==> config.mk <==
export PLATFORM = sky130hd
export DESIGN_NAME = alu_microseq
export DESIGN_NICKNAME = d
export VERILOG_FILES = /design/src/rtl/alu_microseq.sv
export SDC_FILE = /design/constraint.sdc
export NUM_CORES = 1
export LEC_CHECK = 0
export BUFFER_PORTS_ARGS = -buffer_cell sky130_fd_sc_hd__buf_2
export CAP_MARGIN = 20
export CELL_PAD_IN_SITES_DETAIL_PLACEMENT = 0
export CELL_PAD_IN_SITES_GLOBAL_PLACEMENT = 1
export CORE_MARGIN = 8
export CORE_UTILIZATION = 40
export CTS_CLUSTER_SIZE = 14
export DETAILED_ROUTE_END_ITERATION = 6
export PLACE_DENSITY_LB_ADDON = 0.1
export SYNTH_ARGS = -nofsm -noshare
export SYNTH_HDL_FRONTEND = slang
export SYNTH_SLANG_ARGS = --single-unit
==> constraint.sdc <==
create_clock -name clk -period 5.2 [get_ports clk]
set_input_delay 0.78 -clock clk [delete_from_list [all_inputs] [get_ports clk]]
set_output_delay 0.78 -clock clk [all_outputs]
set_load 0.05 [all_outputs]
==> src/rtl/alu_microseq.sv <==
module alu_microseq #(
  parameter int RA = 3
) (
  input  logic          clk,
  input  logic          rst_n,
  input  logic          start,
  input  logic [7:0]    opcode,
  input  logic [RA-1:0] reg_sel,
  input  logic [RA-1:0] rm_sel,
  input  logic          rm_is_mem,
  input  logic [15:0]   mem_rdata,
  output logic [RA-1:0] rf_raddr,
  input  logic [15:0]   rf_rdata,
  output logic          rf_we,
  output logic [RA-1:0] rf_waddr,
  output logic [15:0]   rf_wdata,
  output logic          rf_wbyte,
  output logic          mem_wr_req,
  output logic [15:0]   mem_wr_data,
  output logic          mem_wr_byte,
  input  logic          mem_wr_ack,
  output logic [3:0]    flags,
  output logic          done
);

  localparam logic [2:0] OP_ADD = 3'd0, OP_OR  = 3'd1, OP_ADC = 3'd2, OP_SBB = 3'd3,
                         OP_AND = 3'd4, OP_SUB = 3'd5, OP_XOR = 3'd6, OP_CMP = 3'd7;

  typedef enum logic [2:0] {ST_IDLE, ST_S1, ST_S2, ST_S3, ST_S4} st_t;
  st_t state;

  logic [2:0]    op_q;
  logic          wide_q, dir_q, mem_q;
  logic [RA-1:0] reg_q, rm_q;
  logic [15:0]   mdata_q, tmpa, tmpb, res_q;

  logic accept, step3, dst_mem, src_mem, is_cmp;
  logic [RA-1:0] dst_reg, src_reg;

  assign accept  = start && state == ST_IDLE && opcode[7:6] == 2'b00 && !opcode[2];
  assign step3   = state == ST_S3;
  assign dst_mem = !dir_q && mem_q;
  assign src_mem = dir_q && mem_q;
  assign dst_reg = dir_q ? reg_q : rm_q;
  assign src_reg = dir_q ? rm_q : reg_q;
  assign is_cmp  = op_q == OP_CMP;

  assign rf_raddr = (state == ST_S2) ? src_reg : dst_reg;

  logic [15:0] a, b, r;
  logic [16:0] sum17, diff17;
  logic cin, cf_n, of_n, sf_n, zf_n, am, bm, rm, is_sub, is_add;

  assign a   = wide_q ? tmpa : {8'h00, tmpa[7:0]};
  assign b   = wide_q ? tmpb : {8'h00, tmpb[7:0]};
  assign cin = (op_q == OP_ADC || op_q == OP_SBB) ? flags[0] : 1'b0;
  assign sum17  = {1'b0, a} + {1'b0, b} + {16'h0000, cin};
  assign diff17 = {1'b0, a} - {1'b0, b} - {16'h0000, cin};
  assign is_add = op_q == OP_ADD || op_q == OP_ADC;
  assign is_sub = op_q == OP_SUB || op_q == OP_SBB || op_q == OP_CMP;

  always_comb begin
    case (op_q)
      OP_OR:   r = a | b;
      OP_AND:  r = a & b;
      OP_XOR:  r = a ^ b;
      OP_ADD, OP_ADC: r = sum17[15:0];
      default: r = diff17[15:0];
    endcase
    if (!wide_q) r[15:8] = 8'h00;
  end

  assign am   = wide_q ? a[15] : a[7];
  assign bm   = wide_q ? b[15] : b[7];
  assign rm   = wide_q ? r[15] : r[7];
  assign sf_n = rm;
  assign zf_n = wide_q ? (r == 16'h0000) : (r[7:0] == 8'h00);
  assign cf_n = is_add ? (wide_q ? sum17[16] : sum17[8]) :
                is_sub ? (wide_q ? diff17[16] : diff17[8]) : 1'b0;
  assign of_n = is_add ? (am == bm && rm != am) :
                is_sub ? (am != bm && rm != am) : 1'b0;

  assign rf_we       = step3 && !dst_mem && !is_cmp;
  assign rf_waddr    = dst_reg;
  assign rf_wdata    = r;
  assign rf_wbyte    = !wide_q;
  assign mem_wr_req  = state == ST_S4;
  assign mem_wr_data = res_q;
  assign mem_wr_byte = !wide_q;
  assign done        = (step3 && (!dst_mem || is_cmp)) || (mem_wr_req && mem_wr_ack);

  always_ff @(posedge clk) begin
    if (!rst_n) begin
      state   <= ST_IDLE;
      flags   <= 4'h0;
      op_q    <= 3'd0;
      wide_q  <= 1'b0;
      dir_q   <= 1'b0;
      mem_q   <= 1'b0;
      reg_q   <= '0;
      rm_q    <= '0;
      mdata_q <= 16'h0000;
      tmpa    <= 16'h0000;
      tmpb    <= 16'h0000;
      res_q   <= 16'h0000;
    end else begin
      case (state)
        ST_IDLE: if (accept) begin
          op_q    <= opcode[5:3];
          wide_q  <= opcode[0];
          dir_q   <= opcode[1];
          mem_q   <= rm_is_mem;
          reg_q   <= reg_sel;
          rm_q    <= rm_sel;
          mdata_q <= mem_rdata;
          state   <= ST_S1;
        end
        ST_S1: begin
          tmpa  <= dst_mem ? mdata_q : rf_rdata;
          state <= ST_S2;
        end
        ST_S2: begin
          tmpb  <= src_mem ? mdata_q : rf_rdata;
          state <= ST_S3;
        end
        ST_S3: begin
          flags <= {of_n, sf_n, zf_n, cf_n};
          res_q <= r;
          state <= (dst_mem && !is_cmp) ? ST_S4 : ST_IDLE;
        end
        ST_S4: if (mem_wr_ack) state <= ST_IDLE;
        default: state <= ST_IDLE;
      endcase
    end
  end

endmodule

* Word level (Yosys, flattened, before mapping)
Index checks and enable logic that the tools add are counted.
Word-level totals: bits in registers 83, bits of input ports 51, output and inout bits 47, logic and storage cells 90
Operators by class: add/sub/neg operators 4, equal/unequal tests 16, muxes and demuxes 24, bitwise gates (word level) 3, reduce and logical (&&, ||, !) cells 31
Operators with widths (count):
- $mux 16 | 4
- $pmux 16 s4 | 1
- $mux 3 | 6
- $add 16x16->17 | 1
- $add 17x1->17 | 1
- $sub 16x16->17 | 1
- $sub 17x1->17 | 1
- $and 16x16->16 | 1
- $logic_not 16->1 | 1
- $or 16x16->16 | 1
- $xor 16x16->16 | 1
- $eq 3x3->1 const B | 5
- $pmux 3 s5 | 1
- $eq 3x2->1 const B | 4
- $logic_and 1x1->1 | 12
- $mux 1 | 11
- $logic_not 8->1 | 1
- $mux 8 | 1
- $eq 3x1->1 const B | 2
- $logic_not 3->1 | 2
- $logic_or 1x1->1 | 6
- $logic_not 1->1 | 5
- $reduce_and 2->1 | 2
- $logic_not 2->1 | 1
- 5 further kinds | 6

* Longest topological paths before layout
Gate-level depths: netlist of the first run.
word-level depth 11, mapped depth 16, depth with buffers taken out 15

* Least setup slack after synthesis of the first run
OpenSTA, ideal clock, no wires.
kind register -> output, from reg op_q[1], to out rf_wdata[10], arrival time 4.010 ns, data required time 4.420 ns, slack 0.410 ns, cell stages (with the launch flop) 12, path buffers 2, cells stage by stage dfxtp_1 buf_2 buf_1 nand3_1 fa_1 fa_1 o211ai_1 a21oi_1 a211o_1 a21oi_1 xor2_1 a221oi_1
On the way: word-level cells in the longest chain between the ends 6, elaborated cells between the ends (all ways) 13, classes of those cells 2 x add/sub; 5 x eq/ne; 3 x mux; 3 x reduce/logical
RTL lines:
- from (decl) | RTL line 32 | logic [2:0] op_q;
- from (signal assigned) | RTL line 109 | op_q <= opcode[5:3];
- $eq 3x2->1, on equally long branches | RTL line 56, 63
- $logic_or 1x1->1 | RTL line 56 | assign cin = (op_q == OP_ADC || op_q == OP_SBB) ? flags[0] : 1'b0;
- $mux 1 | RTL line 56
- $sub 17x1->17 / $add 17x1->17 (equally long branches) | RTL line 58, 57
- $pmux 16 s4 (*) | RTL line 63 | case (op_q)
- $mux 8 (*) | RTL line 70 | if (!wide_q) r[15:8] = 8'h00;
- to (decl) | RTL line 16 | output logic [15:0] rf_wdata,
Every way passes the cells marked *; elsewhere a longest branch is shown, timed or not.

* Final worst setup path of the first run
from reg wide_q, to out rf_wdata[15]
On the way: word-level cells in the longest chain between the ends 5, elaborated cells between the ends (all ways) 11, classes of those cells 4 x add/sub; 4 x mux; 3 x bitwise
RTL lines:
- from (decl) | RTL line 33 | logic wide_q, dir_q, mem_q;
- from (signal assigned) | RTL line 110 | wide_q <= opcode[0];
- $mux 16, on equally long branches | RTL line 54, 55
- $sub 16x16->17 / $add 16x16->17 (equally long branches) | RTL line 58, 57
- $sub 17x1->17 / $add 17x1->17 (equally long branches) | RTL line 58, 57
- $pmux 16 s4 | RTL line 63
- $mux 8 (*) | RTL line 70
Marks and branches as above.

==> results.toml, run 1 <==
[detailed_routing]
first_iter_violations = 422
wl_per_cell_um = 18.2
ant_nets = 0
route.detailed.drc = 0
route.detailed.vias_per_inst = 5.49
via_count = 6111
detailedRoute.firstPassIterationCount = 5
route.final.wire_length_um = 20300

[cts]
tritoncts.num_buffers = 9
clk_latency_ns = 0.34
h_tree_lvls = 3
clkTransAtPathRegs_ns = 0.06
ctsHoldBuffers = 0
cts_setup_buffers = 0
clock_tree.root_cell = "sky130_fd_sc_hd__clkbuf_16"
post_cts.resized_instances = 0
clock_tree_from_tritoncts = "built"
cts_sinks = 83
cts_max_path_buffers = 2

[sta]
slew_violations = 0
fin_crit_sh_pct = 89.5
timing.final.hold_violations = 0
rsz_0062_raised_after_global_routing = "no"
maxSlewHeadroom_pct = 37.9
fin_worst_hold_slack_ns = 0.453
finClkSkew_ns = 0.00788
min_period_ns = 4.65
tightest_slew_ns = 0.932
timing.final.setup_violations = 0
max_freq_mhz = 215
final.setup.worst_slack_ns = 0.548
setup-tns-final_ns = 0

[yosys]
yosys_reg_bits = 83
yosys.area.top_type_share_pct = 25.8
synthTopCellsByCount = "sky130_fd_sc_hd__nand2_1 (150), sky130_fd_sc_hd__dfxtp_1 (83), sky130_fd_sc_hd__inv_1 (64)"
synth_compound_area_share_pct = 26.0
synth.largest_area_cell = "sky130_fd_sc_hd__dfxtp_1"
syn_avg_cell_area_um2 = 7.84
synth.area.top_cells = "sky130_fd_sc_hd__dfxtp_1 (26%), sky130_fd_sc_hd__ha_1 (12%), sky130_fd_sc_hd__nand2_1 (8.8%)"
netlist_area_um2 = 6430
synth_fa_ha_area_share_pct = 13.3
yosysSeqAreaShare_pct = 25.8
yosysUniqueCellTypes = 69
synth_nets = 937
synth-xor-area-share_pct = 3.00
async_reset_ff_share_pct = 0
yosys.cell_count.top_type = "sky130_fd_sc_hd__nand2_1"
post_synth_and_or_nand_nor_area_fraction_pct = 19.5
main_combinational_cell_family_by_area_after_synthesis = "compound AO/OA/AOI/OAI gates"
synth_warnings = 0
postSynthCellCount = 820
post_synth_mux_area_share_pct = 5.29
yosys_most_used_dff = "sky130_fd_sc_hd__dfxtp_1"
number_of_flops_mapped_to_enable_cells_by_yosys = 0

[grt]
global_route_met3_utilization_pct = 3.34
globalRoute.busiestLayer = "met2"
grt_pass1_wl_um = 32500
grt.met2_usage_pct = 30.9
number_of_global_route_vias_before_repair = 5939
grt_use_met1_pct = 27.8
largest_net_degree_at_the_start_of_global_routing = 85
antenna_violations_before_repair = 0
gr-total-overflow = 0
track_usage_pct = 20.1

[job]
maxCapViolCount = 0

[worst_setup_path]
crit_path_start_kind = "flop"
r2r.worst_path.cells = 12
cp_data_required_time_ns = 4.42
worst_setup_path_end_kind = "primary output"
critical_path.max_fanout = 16
r2r-end = "flags[1]"
r2r-start = "tmpb[0]"
setup.worst_path.class = "reg2out"
r2r_slack_ns = 1.19
worst-endpoint-arrival_ns = 3.87

[pwr]
worst_ir_drop_vdd_v = 0.000143
total_design_power_uw = 1670
p_leak_uw = 0.00364
power-per-cell-area_nw_per_um2 = 225

[layout]
final_nets = 1010
antenna_cells_inserted = 0
post_route_cells_drive_above_1_share_pct = 16.1
final_cell_area_um2 = 7430
syn2layout_area_growth_pct = 15.4

[worst_hold_path]
min_delay_path_depth = 2
hold_path_end = "mem_wr_data[12]"
hp-class = "reg2reg"
timing.hold.worst.start = "mem_wr_data[12]"

[place]
dp.final_hpwl_um = 15800
postPlaceCellArea_um2 = 7120
globalplace.congestion = 0.871
detailedPlace.worstSlack_ns = 0.913
port-buffer-count = 97

[die]
floorplan.rows = 46
initial_cell_density_of_the_core_pct = 40.6
die_width_um = 143
core_um2 = 15800
die_h_um = 143
design.die.area_um2 = 20400
io_pins = 98

[status]
run_status = "complete, no violations"
==> logic make-up (layout without fill, tap and decap cells) <==
family | count (synthesis) | in the layout
flops | 83 | 83
buf+inv | 117 | 195
compound gates | 225 | 225
fa+ha+maj | 66 | 66
xor+xnor | 22 | 22
mux | 33 | 33
simple gates | 274 | 274
==> registers in the layout, indices dropped and copies added, names as in the netlist <==
signal       count
rm_q             3
op_q             3
mem_q            1
tmpb            16
mdata_q         16
tmpa            16
mem_wr_data     16
dir_q            1
reg_q            3
state            3
wide_q           1
flags            4
==> metal layers <==
metal	vias up	wire length (um)
met4	0	442
met3	22	968
met5	-	0
met1	2867	9740
met2	170	9150
li1	3052	-
==> cell type report <==
type,count,area [um2]
Tap cell,216,270
Timing Repair Buffer,114,613
Inverter,65,244
Sequential cell,83,1660
Multi-Input combinational cell,620,4330
Fill cell,1632,8400
Clock buffer,9,225
Clock inverter,7,77.6
==> critical path, cell delays in order (launching register included) <==
cell and delay (ns):
sky130_fd_sc_hd__dfxtp_1 0.61, sky130_fd_sc_hd__nand2_1 0.19, sky130_fd_sc_hd__ha_1 0.45, sky130_fd_sc_hd__inv_1 0.10
sky130_fd_sc_hd__ha_1 0.38, sky130_fd_sc_hd__o21a_1 0.16, sky130_fd_sc_hd__o211ai_1 0.26, sky130_fd_sc_hd__o2bb2ai_1 0.22
sky130_fd_sc_hd__a21oi_1 0.12, sky130_fd_sc_hd__a211oi_1 0.27, sky130_fd_sc_hd__xor2_1 0.12, sky130_fd_sc_hd__a211oi_2 0.22
sky130_fd_sc_hd__buf_4 0.17, sky130_fd_sc_hd__buf_2 0.26
==> power breakdown <==
| group | switching [uW] | internal (uW) |
|---|---|---|
| Combinational | 212 | 144 |
| Sequential | 19.9 | 652 |
| Clock | 270 | 375 |
| Total | 502 | 1170 |
==> stage by stage <==
stage / util [%] / std cells
after floorplan: - / 820
after global placement: 45.0 / 1098
after detailed placement: 45.0 / 1098
after CTS: 46.9 / 1114
after global routing: 46.9 / 1114
final: 46.9 / 1114
==> placed cells by master (no fill, tap or decap), types with 4 or more instances in the layout <==
cell                        instances
sky130_fd_sc_hd__ha_1              62
sky130_fd_sc_hd__o21ai_0           22
sky130_fd_sc_hd__and3_1             5
sky130_fd_sc_hd__nor3b_1            4
sky130_fd_sc_hd__a22oi_1            9
sky130_fd_sc_hd__inv_1             64
sky130_fd_sc_hd__o2bb2ai_1          5
sky130_fd_sc_hd__clkbuf_16          9
sky130_fd_sc_hd__xnor2_1           11
sky130_fd_sc_hd__o211ai_1           6
sky130_fd_sc_hd__a21o_1             6
sky130_fd_sc_hd__nor2b_1            5
sky130_fd_sc_hd__fa_1               4
sky130_fd_sc_hd__a21oi_1           30
sky130_fd_sc_hd__dfxtp_1           83
sky130_fd_sc_hd__or4_1              4
sky130_fd_sc_hd__a31oi_1            5
sky130_fd_sc_hd__a21boi_0          35
sky130_fd_sc_hd__o22ai_1            9
sky130_fd_sc_hd__nor4_1             4
sky130_fd_sc_hd__a211oi_1           9
sky130_fd_sc_hd__nand2b_1           9
sky130_fd_sc_hd__nor2_1            21
sky130_fd_sc_hd__mux2_2             6
sky130_fd_sc_hd__o211a_1           35
sky130_fd_sc_hd__xor2_1            11
sky130_fd_sc_hd__buf_4             17
sky130_fd_sc_hd__o21ai_1           10
sky130_fd_sc_hd__a21boi_1           4
sky130_fd_sc_hd__a221oi_1           5
sky130_fd_sc_hd__nand4_1            6
sky130_fd_sc_hd__buf_2             97
sky130_fd_sc_hd__mux2i_1           25
sky130_fd_sc_hd__nor3_1            10
sky130_fd_sc_hd__o21a_1             7
sky130_fd_sc_hd__nand2_1          150
sky130_fd_sc_hd__nand3_1           42
==> worst max-delay path by stage <==
stage,startpoint,to,slack [ns]
final,wide_q,rf_wdata[15],0.55
after global routing,wide_q,rf_wdata[15],0.24
after CTS,wide_q,rf_wdata[15],0.54
after detailed placement,wide_q,rf_wdata[15],0.91
after global placement,tmpb[0],rf_wdata[15],0.98
after floorplan,op_q[1],rf_wdata[10],0.41
(Power assumes the default switching activity.)
==> run 2, diff against run 1 <==
==> constraint.sdc (replaced) <==
create_clock -name clk -period 5.2 [get_ports clk]
set_input_delay 0.78 -clock clk [delete_from_list [all_inputs] [get_ports clk]]
set_output_delay 0.78 -clock clk [all_outputs]
set_load 0.1 [all_outputs]
==> run 2 against run 1 <==
Wire length grew 1.2%. Clock-buffer cell count grew 3. Final cell count shrank 0.45%. Power grew 1.6%. Sequential share of layout area is essentially flat. Combinational power grew 9.0%. Maximum frequency shrank 2.4%. Critical path type unchanged.
==> results.toml, run 2 (same netlist as run 1, synthesis figures left out) <==
[job]
maxCapViolCount = 0

[layout]
post_route_cells_drive_above_1_share_pct = 16.0
syn2layout_area_growth_pct = 15.3
final_core_util_pct = 46.8
final_nets = 1005
num-fill-cells = 1626
final_cell_mix = "sky130_fd_sc_hd__nand2_1 (150), sky130_fd_sc_hd__buf_2 (97), sky130_fd_sc_hd__dfxtp_1 (83), sky130_fd_sc_hd__inv_1 (64), sky130_fd_sc_hd__ha_1 (62)"
layout.cells.most_common = "sky130_fd_sc_hd__nand2_1"
antenna_cells_inserted = 0

[sta]
timing.final.setup_violations = 0
slew_violations = 0
finClkSkew_ns = 0.00866
maxSlewHeadroom_pct = 30.4
rsz_0062_raised_after_global_routing = "no"
timing.final.hold_violations = 0
tightest_slew_ns = 1.04
max_freq_mhz = 210
fin_crit_sh_pct = 91.7
setup-tns-final_ns = 0
min_period_ns = 4.77

[worst_setup_path]
worst-endpoint-arrival_ns = 3.99
r2r_slack_ns = 1.11
cp_data_required_time_ns = 4.42
crit_path_start_kind = "flop"
critical_path.max_fanout = 6
worstSetupEndpoint = "rf_wdata[15]"
worstSetupStartpoint = "tmpb[0]"
r2r-start = "tmpb[4]"
r2r.worst_path.cells = 12
worst_setup_path_end_kind = "primary output"
setup.worst_path.class = "reg2out"
r2r-end = "flags[1]"

[die]
io_pins = 98
floorplan.rows = 46
core_um2 = 15800
die_h_um = 143
die_width_um = 143
initial_cell_density_of_the_core_pct = 40.6
design.die.area_um2 = 20400

[grt]
track_usage_pct = 20.1
number_of_global_route_vias_before_repair = 5958
antenna_violations_before_repair = 0
grt_pass1_wl_um = 32300
gr-total-overflow = 0
largest_net_degree_at_the_start_of_global_routing = 85

[place]
globalplace.congestion = 0.869
dp.final_hpwl_um = 15900
port-buffer-count = 97

[cts]
cts_max_path_buffers = 2
cts_setup_buffers = 0
tritoncts.num_buffers = 9
clkTransAtPathRegs_ns = 0.06
clock_tree.root_cell = "sky130_fd_sc_hd__clkbuf_16"
ctsHoldBuffers = 0
cts_sinks = 83
h_tree_lvls = 3
post_cts.resized_instances = 0
clk_latency_ns = 0.34
clock_tree_from_tritoncts = "built"

[detailed_routing]
first_iter_violations = 431
route.detailed.vias_per_inst = 5.55
ant_nets = 0
route.detailed.drc = 0
detailedRoute.firstPassIterationCount = 5
wl_per_cell_um = 18.5
via_count = 6153
route.final.wire_length_um = 20500

[status]
run_status = "complete, no violations"

[worst_hold_path]
hp-class = "reg2reg"

[pwr]
power-per-cell-area_nw_per_um2 = 229
worst_ir_drop_vdd_v = 0.000137
p_leak_uw = 0.00361
==> run 2: layer usage <==
layer | vias to the layer above | GRT usage [%] | wire, um
met3 | 27 | 3.87 | 1180
met1 | 2885 | 27.4 | 9860
met4 | 0 | 7.94 | 638
met5 | - | 0 | 0
met2 | 205 | 30.3 | 8860
li1 | 3036 | - | -
==> run 2: cell type report <==
| cell class | count | area (um2) | area share, % |
|---|---|---|---|
| multi-input combinational | 620 | 4370 | 58.9 |
| sequential | 83 | 1660 | 22.4 |
| timing repair buffer | 109 | 576 | 7.76 |
| tap | 216 | 270 | 3.64 |
| clock buffer | 12 | 246 | 3.32 |
| inverter | 65 | 244 | 3.29 |
| clock inverter | 4 | 50.0 | 0.675 |
==> run 2: how the worst min path moves through the flow <==
| stage | start | to | cells past startpoint |
|---|---|---|---|
| after floorplan | reg_q[0] | reg_q[0] | 2 |
| after global placement | mem_wr_data[12] | mem_wr_data[12] | 2 |
| after detailed placement | mem_wr_data[15] | mem_wr_data[15] | 2 |
| after CTS | mem_wr_data[15] | mem_wr_data[15] | 2 |
| after global routing | mem_wr_data[15] | mem_wr_data[15] | 2 |
| final | flags[1] | flags[1] | 2 |
==> run 2: worst max-delay path, cell delays in order, from the launching register on <==
cell                        delay, ns
sky130_fd_sc_hd__dfxtp_1         0.40
sky130_fd_sc_hd__inv_1           0.10
sky130_fd_sc_hd__fa_1            0.46
sky130_fd_sc_hd__ha_1            0.31
sky130_fd_sc_hd__a211oi_1        0.39
sky130_fd_sc_hd__o211ai_1        0.23
sky130_fd_sc_hd__o2bb2ai_1       0.34
sky130_fd_sc_hd__a21oi_1         0.11
sky130_fd_sc_hd__a211oi_1        0.28
sky130_fd_sc_hd__xor2_1          0.16
sky130_fd_sc_hd__a211oi_4        0.36
sky130_fd_sc_hd__buf_2           0.50
==> run 2: report_power, final <==
| group | switching [uW] | leakage (uW) | total (uW) | internal [uW] |
|---|---|---|---|---|
| sequential | 19.3 | 0.000671 | 672 | 653 |
| clock | 257 | 0.000139 | 641 | 385 |
| combinational | 246 | 0.00280 | 387 | 141 |
==> run 2: per-stage QoR <==
stage / cell area [um2] / hold slack [ns] / power [uW] / cells / setup slack (ns)
final: 7410 / 0.457 / 1700 / 1109 / 0.433
after global routing: 7410 / 0.478 / 1790 / 1109 / 0.197
after CTS: 7410 / 0.459 / 1720 / 1109 / 0.457
after detailed placement: 7120 / 0.449 / 1070 / 1093 / 0.856
after global placement: 7120 / 0.440 / 1060 / 1093 / 0.884
after floorplan: 6460 / 0.451 / 969 / 820 / 0.139
